`src/rtl/spi_flag_pkg.sv`:
```
package spi_flag_pkg;

  // status bit positions decoded by software
  localparam int unsigned STAT_FULL_BIT  = 7;
  localparam int unsigned STAT_MATCH_BIT = 6;
  localparam int unsigned STAT_FAULT_BIT = 4;
  localparam int unsigned STAT_W         = 8;

  // control register bit positions
  localparam int unsigned CTL_MASTER_BIT = 0;
  localparam int unsigned CTL_FEN_BIT    = 1;
  localparam int unsigned CTL_SSOE_BIT   = 2;

  typedef enum logic [1:0] {
    REG_CTRL   = 2'd0,
    REG_STATUS = 2'd1,
    REG_MATCH  = 2'd2,
    REG_DATA   = 2'd3
  } reg_sel_e;

  typedef struct packed {
    logic ss_out_en;
    logic fault_en;
    logic master;
  } mode_t;

endpackage

```
`src/rtl/spi_ss_sync.sv`:
```
module spi_ss_sync #(
  parameter int unsigned STAGES = 2
) (
  input  logic clk,
  input  logic rst_n,
  input  logic ss_n_async,
  output logic ss_n_sync
);

  logic [STAGES-1:0] chain_q;

  generate
    for (genvar s = 0; s < STAGES; s++) begin : g_stage
      if (s == 0) begin : g_first
        always_ff @(posedge clk or negedge rst_n) begin
          if (!rst_n) chain_q[s] <= 1'b1;
          else        chain_q[s] <= ss_n_async;
        end
      end else begin : g_next
        always_ff @(posedge clk or negedge rst_n) begin
          if (!rst_n) chain_q[s] <= 1'b1;
          else        chain_q[s] <= chain_q[s-1];
        end
      end
    end
  endgenerate

  assign ss_n_sync = chain_q[STAGES-1];

endmodule

```
`src/rtl/spi_rx_match.sv`:
```
module spi_rx_match #(
  parameter int unsigned DATA_W = 8
) (
  input  logic              clk,
  input  logic              rst_n,
  input  logic              rx_valid,
  output logic              rx_ready,
  input  logic [DATA_W-1:0] rx_data,
  input  logic              data_rd,
  input  logic [DATA_W-1:0] match_val,
  input  logic              stat_rd,
  input  logic              stat_wr,
  input  logic              stat_wr_match,
  output logic [DATA_W-1:0] rx_buf,
  output logic              full_flag,
  output logic              match_flag
);

  logic              full_q;
  logic              cap_d_q;
  logic              arm_q;
  logic              match_q;
  logic [DATA_W-1:0] buf_q;
  logic              cap;
  logic              match_set;
  logic              match_clr;

  assign rx_ready  = !full_q;
  assign cap       = rx_valid && rx_ready;
  assign match_set = cap_d_q && (buf_q == match_val);
  assign match_clr = stat_wr && stat_wr_match && arm_q;

  always_ff @(posedge clk or negedge rst_n) begin
    if (!rst_n) begin
      full_q  <= 1'b0;
      cap_d_q <= 1'b0;
      buf_q   <= '0;
    end else begin
      cap_d_q <= cap;
      if (cap)          buf_q  <= rx_data;
      if (cap)          full_q <= 1'b1;
      else if (data_rd) full_q <= 1'b0;
    end
  end

  // clear handshake: a status read seeing the flag arms, any status write consumes
  always_ff @(posedge clk or negedge rst_n) begin
    if (!rst_n)                   arm_q <= 1'b0;
    else if (stat_wr)             arm_q <= 1'b0;
    else if (stat_rd && match_q)  arm_q <= 1'b1;
  end

  always_ff @(posedge clk or negedge rst_n) begin
    if (!rst_n)         match_q <= 1'b0;
    else if (match_set) match_q <= 1'b1;
    else if (match_clr) match_q <= 1'b0;
  end

  assign rx_buf     = buf_q;
  assign full_flag  = full_q;
  assign match_flag = match_q;

  a_r1_accept_fills: assert property (@(posedge clk) disable iff (!rst_n)
    (rx_valid && rx_ready) |=> full_q);

  a_r1_hold_while_full: assert property (@(posedge clk) disable iff (!rst_n)
    full_q |=> $stable(buf_q));

  a_r2_match_needs_full: assert property (@(posedge clk) disable iff (!rst_n)
    $rose(match_q) |-> $past(full_q));

  a_r3_match_clear_armed: assert property (@(posedge clk) disable iff (!rst_n)
    $fell(match_q) |-> $past(stat_wr && stat_wr_match && arm_q));

  a_r8_match_set_wins: assert property (@(posedge clk) disable iff (!rst_n)
    match_set |=> match_q);

endmodule

```
`src/rtl/spi_mode_fault.sv`:
```
module spi_mode_fault
  import spi_flag_pkg::*;
(
  input  logic  clk,
  input  logic  rst_n,
  input  mode_t mode,
  input  logic  ss_n_sync,
  input  logic  stat_rd,
  input  logic  ctrl_wr,
  output logic  fault_flag
);

  logic fault_q;
  logic arm_q;
  logic watch_en;
  logic fault_set;
  logic fault_clr;

  assign watch_en  = mode.master && mode.fault_en && !mode.ss_out_en;
  assign fault_set = watch_en && !ss_n_sync;
  assign fault_clr = ctrl_wr && arm_q;

  always_ff @(posedge clk or negedge rst_n) begin
    if (!rst_n)                  arm_q <= 1'b0;
    else if (ctrl_wr)            arm_q <= 1'b0;
    else if (stat_rd && fault_q) arm_q <= 1'b1;
  end

  always_ff @(posedge clk or negedge rst_n) begin
    if (!rst_n)         fault_q <= 1'b0;
    else if (fault_set) fault_q <= 1'b1;
    else if (fault_clr) fault_q <= 1'b0;
  end

  assign fault_flag = fault_q;

  a_r5_fault_needs_mode: assert property (@(posedge clk) disable iff (!rst_n)
    $rose(fault_q) |-> $past(mode.master && mode.fault_en && !mode.ss_out_en && !ss_n_sync));

  a_r6_fault_clear_armed: assert property (@(posedge clk) disable iff (!rst_n)
    $fell(fault_q) |-> $past(ctrl_wr && arm_q));

  a_r8_fault_set_wins: assert property (@(posedge clk) disable iff (!rst_n)
    fault_set |=> fault_q);

endmodule

```
`src/rtl/spi_flag_unit.sv`:
```
module spi_flag_unit
  import spi_flag_pkg::*;
#(
  parameter int unsigned DATA_W      = 8,
  parameter int unsigned ADDR_W      = 2,
  parameter int unsigned SYNC_STAGES = 2
) (
  input  logic              clk,
  input  logic              rst_n,
  input  logic              bus_rd,
  input  logic              bus_wr,
  input  logic [ADDR_W-1:0] bus_addr,
  input  logic [DATA_W-1:0] bus_wdata,
  output logic [DATA_W-1:0] bus_rdata,
  input  logic              rx_valid,
  output logic              rx_ready,
  input  logic [DATA_W-1:0] rx_data,
  input  logic              ss_n
);

  localparam logic [ADDR_W-1:0] A_CTRL   = ADDR_W'(REG_CTRL);
  localparam logic [ADDR_W-1:0] A_STATUS = ADDR_W'(REG_STATUS);
  localparam logic [ADDR_W-1:0] A_MATCH  = ADDR_W'(REG_MATCH);
  localparam logic [ADDR_W-1:0] A_DATA   = ADDR_W'(REG_DATA);

  mode_t             ctrl_q;
  logic [DATA_W-1:0] match_q;
  logic [DATA_W-1:0] rx_buf;
  logic              full_flag;
  logic              match_flag;
  logic              fault_flag;
  logic              ss_n_sync;
  logic [STAT_W-1:0] status;

  logic ctrl_wr, stat_wr, match_wr, stat_rd, data_rd;

  assign ctrl_wr  = bus_wr && (bus_addr == A_CTRL);
  assign stat_wr  = bus_wr && (bus_addr == A_STATUS);
  assign match_wr = bus_wr && (bus_addr == A_MATCH);
  assign stat_rd  = bus_rd && (bus_addr == A_STATUS);
  assign data_rd  = bus_rd && (bus_addr == A_DATA);

  always_ff @(posedge clk or negedge rst_n) begin
    if (!rst_n) begin
      ctrl_q  <= '0;
      match_q <= '0;
    end else begin
      if (ctrl_wr) begin
        ctrl_q.master    <= bus_wdata[CTL_MASTER_BIT];
        ctrl_q.fault_en  <= bus_wdata[CTL_FEN_BIT];
        ctrl_q.ss_out_en <= bus_wdata[CTL_SSOE_BIT];
      end
      if (match_wr) match_q <= bus_wdata;
    end
  end

  spi_ss_sync #(.STAGES(SYNC_STAGES)) u_sync (
    .clk        (clk),
    .rst_n      (rst_n),
    .ss_n_async (ss_n),
    .ss_n_sync  (ss_n_sync)
  );

  spi_rx_match #(.DATA_W(DATA_W)) u_rx (
    .clk           (clk),
    .rst_n         (rst_n),
    .rx_valid      (rx_valid),
    .rx_ready      (rx_ready),
    .rx_data       (rx_data),
    .data_rd       (data_rd),
    .match_val     (match_q),
    .stat_rd       (stat_rd),
    .stat_wr       (stat_wr),
    .stat_wr_match (bus_wdata[STAT_MATCH_BIT]),
    .rx_buf        (rx_buf),
    .full_flag     (full_flag),
    .match_flag    (match_flag)
  );

  spi_mode_fault u_fault (
    .clk        (clk),
    .rst_n      (rst_n),
    .mode       (ctrl_q),
    .ss_n_sync  (ss_n_sync),
    .stat_rd    (stat_rd),
    .ctrl_wr    (ctrl_wr),
    .fault_flag (fault_flag)
  );

  always_comb begin
    status                 = '0;
    status[STAT_FULL_BIT]  = full_flag;
    status[STAT_MATCH_BIT] = match_flag;
    status[STAT_FAULT_BIT] = fault_flag;
  end

  always_comb begin
    bus_rdata = '0;
    if (bus_rd) begin
      if (bus_addr == A_CTRL) begin
        bus_rdata[CTL_MASTER_BIT] = ctrl_q.master;
        bus_rdata[CTL_FEN_BIT]    = ctrl_q.fault_en;
        bus_rdata[CTL_SSOE_BIT]   = ctrl_q.ss_out_en;
      end else if (bus_addr == A_STATUS) begin
        bus_rdata[STAT_W-1:0] = status;
      end else if (bus_addr == A_MATCH) begin
        bus_rdata = match_q;
      end else if (bus_addr == A_DATA) begin
        bus_rdata = rx_buf;
      end
    end
  end

  a_r7_reserved_zero: assert property (@(posedge clk) disable iff (!rst_n)
    (bus_rd && bus_addr == A_STATUS) |-> (bus_rdata[5] == 1'b0 && bus_rdata[3:0] == 4'd0));

  a_r7_idle_bus_zero: assert property (@(posedge clk) disable iff (!rst_n)
    !bus_rd |-> (bus_rdata == '0));

endmodule

```
`config.mk`:
```
export PLATFORM = sky130hd
export DESIGN_NAME = spi_flag_unit
export DESIGN_NICKNAME = d
export VERILOG_FILES = /design/src/rtl/spi_flag_pkg.sv /design/src/rtl/spi_ss_sync.sv /design/src/rtl/spi_rx_match.sv /design/src/rtl/spi_mode_fault.sv /design/src/rtl/spi_flag_unit.sv
export SDC_FILE = /design/constraint.sdc
export NUM_CORES = 1
export LEC_CHECK = 0
export BUFFER_PORTS_ARGS = -buffer_cell sky130_fd_sc_hd__buf_2
export CELL_PAD_IN_SITES_DETAIL_PLACEMENT = 0
export CELL_PAD_IN_SITES_GLOBAL_PLACEMENT = 2
export CORE_MARGIN = 2
export CORE_UTILIZATION = 34
export DETAILED_ROUTE_END_ITERATION = 12
export PLACE_DENSITY_LB_ADDON = 0.1
export SLEW_MARGIN = 40
export SYNTH_ARGS = -nofsm -noshare
export SYNTH_HDL_FRONTEND = slang
export SYNTH_HIERARCHICAL = 1
export SYNTH_SLANG_ARGS = --single-unit
```
`constraint.sdc`:
```
create_clock -name clk -period 1.4 [get_ports clk]
set_input_delay 0.14 -clock clk [delete_from_list [all_inputs] [get_ports clk]]
set_output_delay 0.14 -clock clk [all_outputs]
set_load 0.02 [all_outputs]
```
==> out/qor.csv <==
metric,value,unit
core_area,0.00394,sq mm
drtAntennaViolNets,0,
wl_per_cell,14.8,um
place.gp.congestion,0.751,
synth_ff_type,dfrtp_1,
io-pin-count,33,
areaGrowthSynthToFinish,22.1,%
start_util,34.6,%
clk_latency,0.27,ns
grt_max_degree,28,
die_x,67.4,um
cts.sinks,27,
min_period,1.34,ns
outcome,"finished, final reports clean",
synth_compound_area_share,7.52,%
setup_viol,0,
hold_violations,0,
num_antenna_cells,0,
path_clk_slew,0.09,ns
cp.arrival,1.20,ns
synth_cells,107,
finalCritPeriodShare,95.8,%
synth_area_per_cell,12.8,sq um
synth-edff-count,0,
synthXorXnorAreaFrac,5.13,%
multiInputGateArea,633,sq um
crit_type,reg2out,
avgViaCountPerCell,4.76,
yosysSeqAreaShare,49.7,%
hp-class,in2reg,
rows,23,
p_per_area,1570,mW/mm^2
finClkSkew,0.00365,ns
dp_hpwl,2070,um
ys_seq_elements,27,
layout_commonest_cell,buf_2,
synth_cell_types,26,
cts_buffers,3,
synthMuxAreaShare,23.7,%
p_total,2.62,mW
r2r_slack,0.23,ns
rsz0062_at_grt,true,
antenna_found_initial,0,
synth_top_family_by_area,multiplexers,
cap_violations,0,
grt_pass1_wl,4470,um
drc,0,
required,1.26,ns
layout.nets,173,
critPathCaptureType,output port,
ys_warn_count,6,
clk_path_buf_depth,2,
seq_area,678,sq um
grt_pass1_vias,916,
num-fill-cells,393,
async_flop_share,100,%
synthSimpleGateAreaFrac,9.99,%
cts_resized,0,
fmax,0.745,GHz
synth_fp_nets,131,
grt_usage,13.7,%
die_h,67.4,um
netlist_area,0.00137,sq mm
io_buffers,32,
synthAdderAreaFrac,0,%
maxSlewViolCount,0,
vias,942,
drive_gt1_share,44.6,%
htree_levels,1,
start_kind,flip-flop,
cts_tree,yes,
root_buffer,clkbuf_8,
firstDrtPassIters,4,
crit_fanout,3,
grt-ovfl-total,0,
drt-initial-drc-count,38,
finalWirelength,2930,um
ir_worst_vdd,0.598,mV
final_cell_mix,"32 x buf_2, 25 x dfrtp_1, 11 x mux2_2",
slew_headroom,59.4,%
whs,0.0876,ns
die_area,0.00454,sq mm
tightest_slew,0.608,ns
p_leak,0.790,nW
## path summary, 6_finish.rpt
check                           cells after the start                        start                     endpoint
worst max-delay path                                3   u_rx/rx_buf[7]$_DFFE_PN0P_                 bus_rdata[7]
worst min-delay path                                2                   rx_data[4]   u_rx/rx_buf[4]$_DFFE_PN0P_
worst max register to register                      3   u_rx/full_flag$_DFFE_PN0P_   u_rx/rx_buf[2]$_DFFE_PN0P_
worst min register to register                      0  u_sync/chain_q[0]$_DFF_PN1_   u_sync/ss_n_sync$_DFF_PN1_
max in group asynchronous                           2                        rst_n        ctrl_q[2]$_DFFE_PN0P_
min in group asynchronous                           2                        rst_n  u_rx/match_flag$_DFFE_PN0P_
## worst max-delay path, stage by stage (launching register included)
cell and delay (ns):
dfrtp_1 0.38, mux2i_1 0.09, a211oi_1 0.25, buf_2 0.20
## state kept, by name (all words and copies together) (netlist names)
name	count
ctrl_q	3
match_q	8
u_rx/rx_buf	8
u_fault/fault_flag	1
u_rx/arm_q	1
u_rx/full_flag	1
u_rx/cap_d_q	1
u_sync/ss_n_sync	1
u_fault/arm_q	1
u_rx/match_flag	1
u_sync/chain_q	1
## cells in the mapped netlist (2+ instances only)
| cell | number | area [sq um] |
|---|---|---|
| xnor2_1 | 8 | 70.1 |
| mux2_4 | 8 | 120 |
| nand2_1 | 4 | 15.0 |
| a211oi_1 | 3 | 22.5 |
| o21ai_0 | 3 | 15.0 |
| nor2_1 | 5 | 18.8 |
| mux2_2 | 11 | 124 |
| buf_6 | 3 | 33.8 |
| dfrtp_1 | 25 | 626 |
| nand3_1 | 2 | 10.0 |
| dfstp_2 | 2 | 52.6 |
| inv_1 | 2 | 7.51 |
| nor2b_1 | 4 | 25.0 |
| mux2i_1 | 8 | 80.1 |
| a21oi_1 | 8 | 40.0 |
## metal layers
layer / vias to the layer above / GRT usage (%) / wire, um / share of wire [%]
met2: 20 / 21.5 / 1390 / 48
met1: 458 / 18.0 / 1360 / 46
met5: - / 0 / 0 / 0
met3: 5 / 3.00 / 132 / 4.5
li1: 459 / - / - / -
met4: 0 / 6.12 / 46 / 1.6
## cell type report
class	instances	area share [%]
Tap cell	50	3.75
Multi-Input combinational cell	73	38.0
Sequential cell	27	40.7
Inverter	2	0.450
Timing Repair Buffer	42	14.4
Clock buffer	4	2.70
## kinds of logic after synthesis
kind of cell              Yosys count
DFF                                27
xor gates and xnor gates            8
buffers and inverters               7
muxes                              27
AOI/OAI and AO/OA                  17
and+or+nand+nor                    21
## power breakdown
| part | total [mW] | leakage (nW) | switching [mW] | internal, mW |
|---|---|---|---|---|
| clock | 0.440 | 0.0228 | 0.236 | 0.204 |
| sequential | 1.23 | 0.318 | 0.206 | 1.03 |
| combinational | 0.948 | 0.450 | 0.370 | 0.578 |
## stage by stage
| stage | cell area [sq um] | setup slack, ns | instances | setup TNS [ns] | utilization [%] |
|---|---|---|---|---|---|
| 2_1_floorplan | 1370 | 0.196 | 107 | 0 | - |
| 3_3_place_gp | 1550 | 0.121 | 185 | 0 | 39.3 |
| 3_5_place_dp | 1550 | 0.0869 | 185 | 0 | 39.3 |
| 4_1_cts | 1620 | 0.0222 | 192 | 0 | 41.1 |
| 5_1_grt | 1670 | -0.00968 | 198 | -0.0145 | 42.3 |
| 6_report | 1670 | 0.0585 | 198 | 0 | 42.3 |
## repair_timing
item | 4_1_cts | 5_1_grt
pin swaps | 0 | 2
hold endpoints to repair | 26 | 0
setup buffers | 1 | 6
hold buffers | 2 | 0
setup endpoints to repair | 1 | 6
Power figures use the tool's default switching activity.
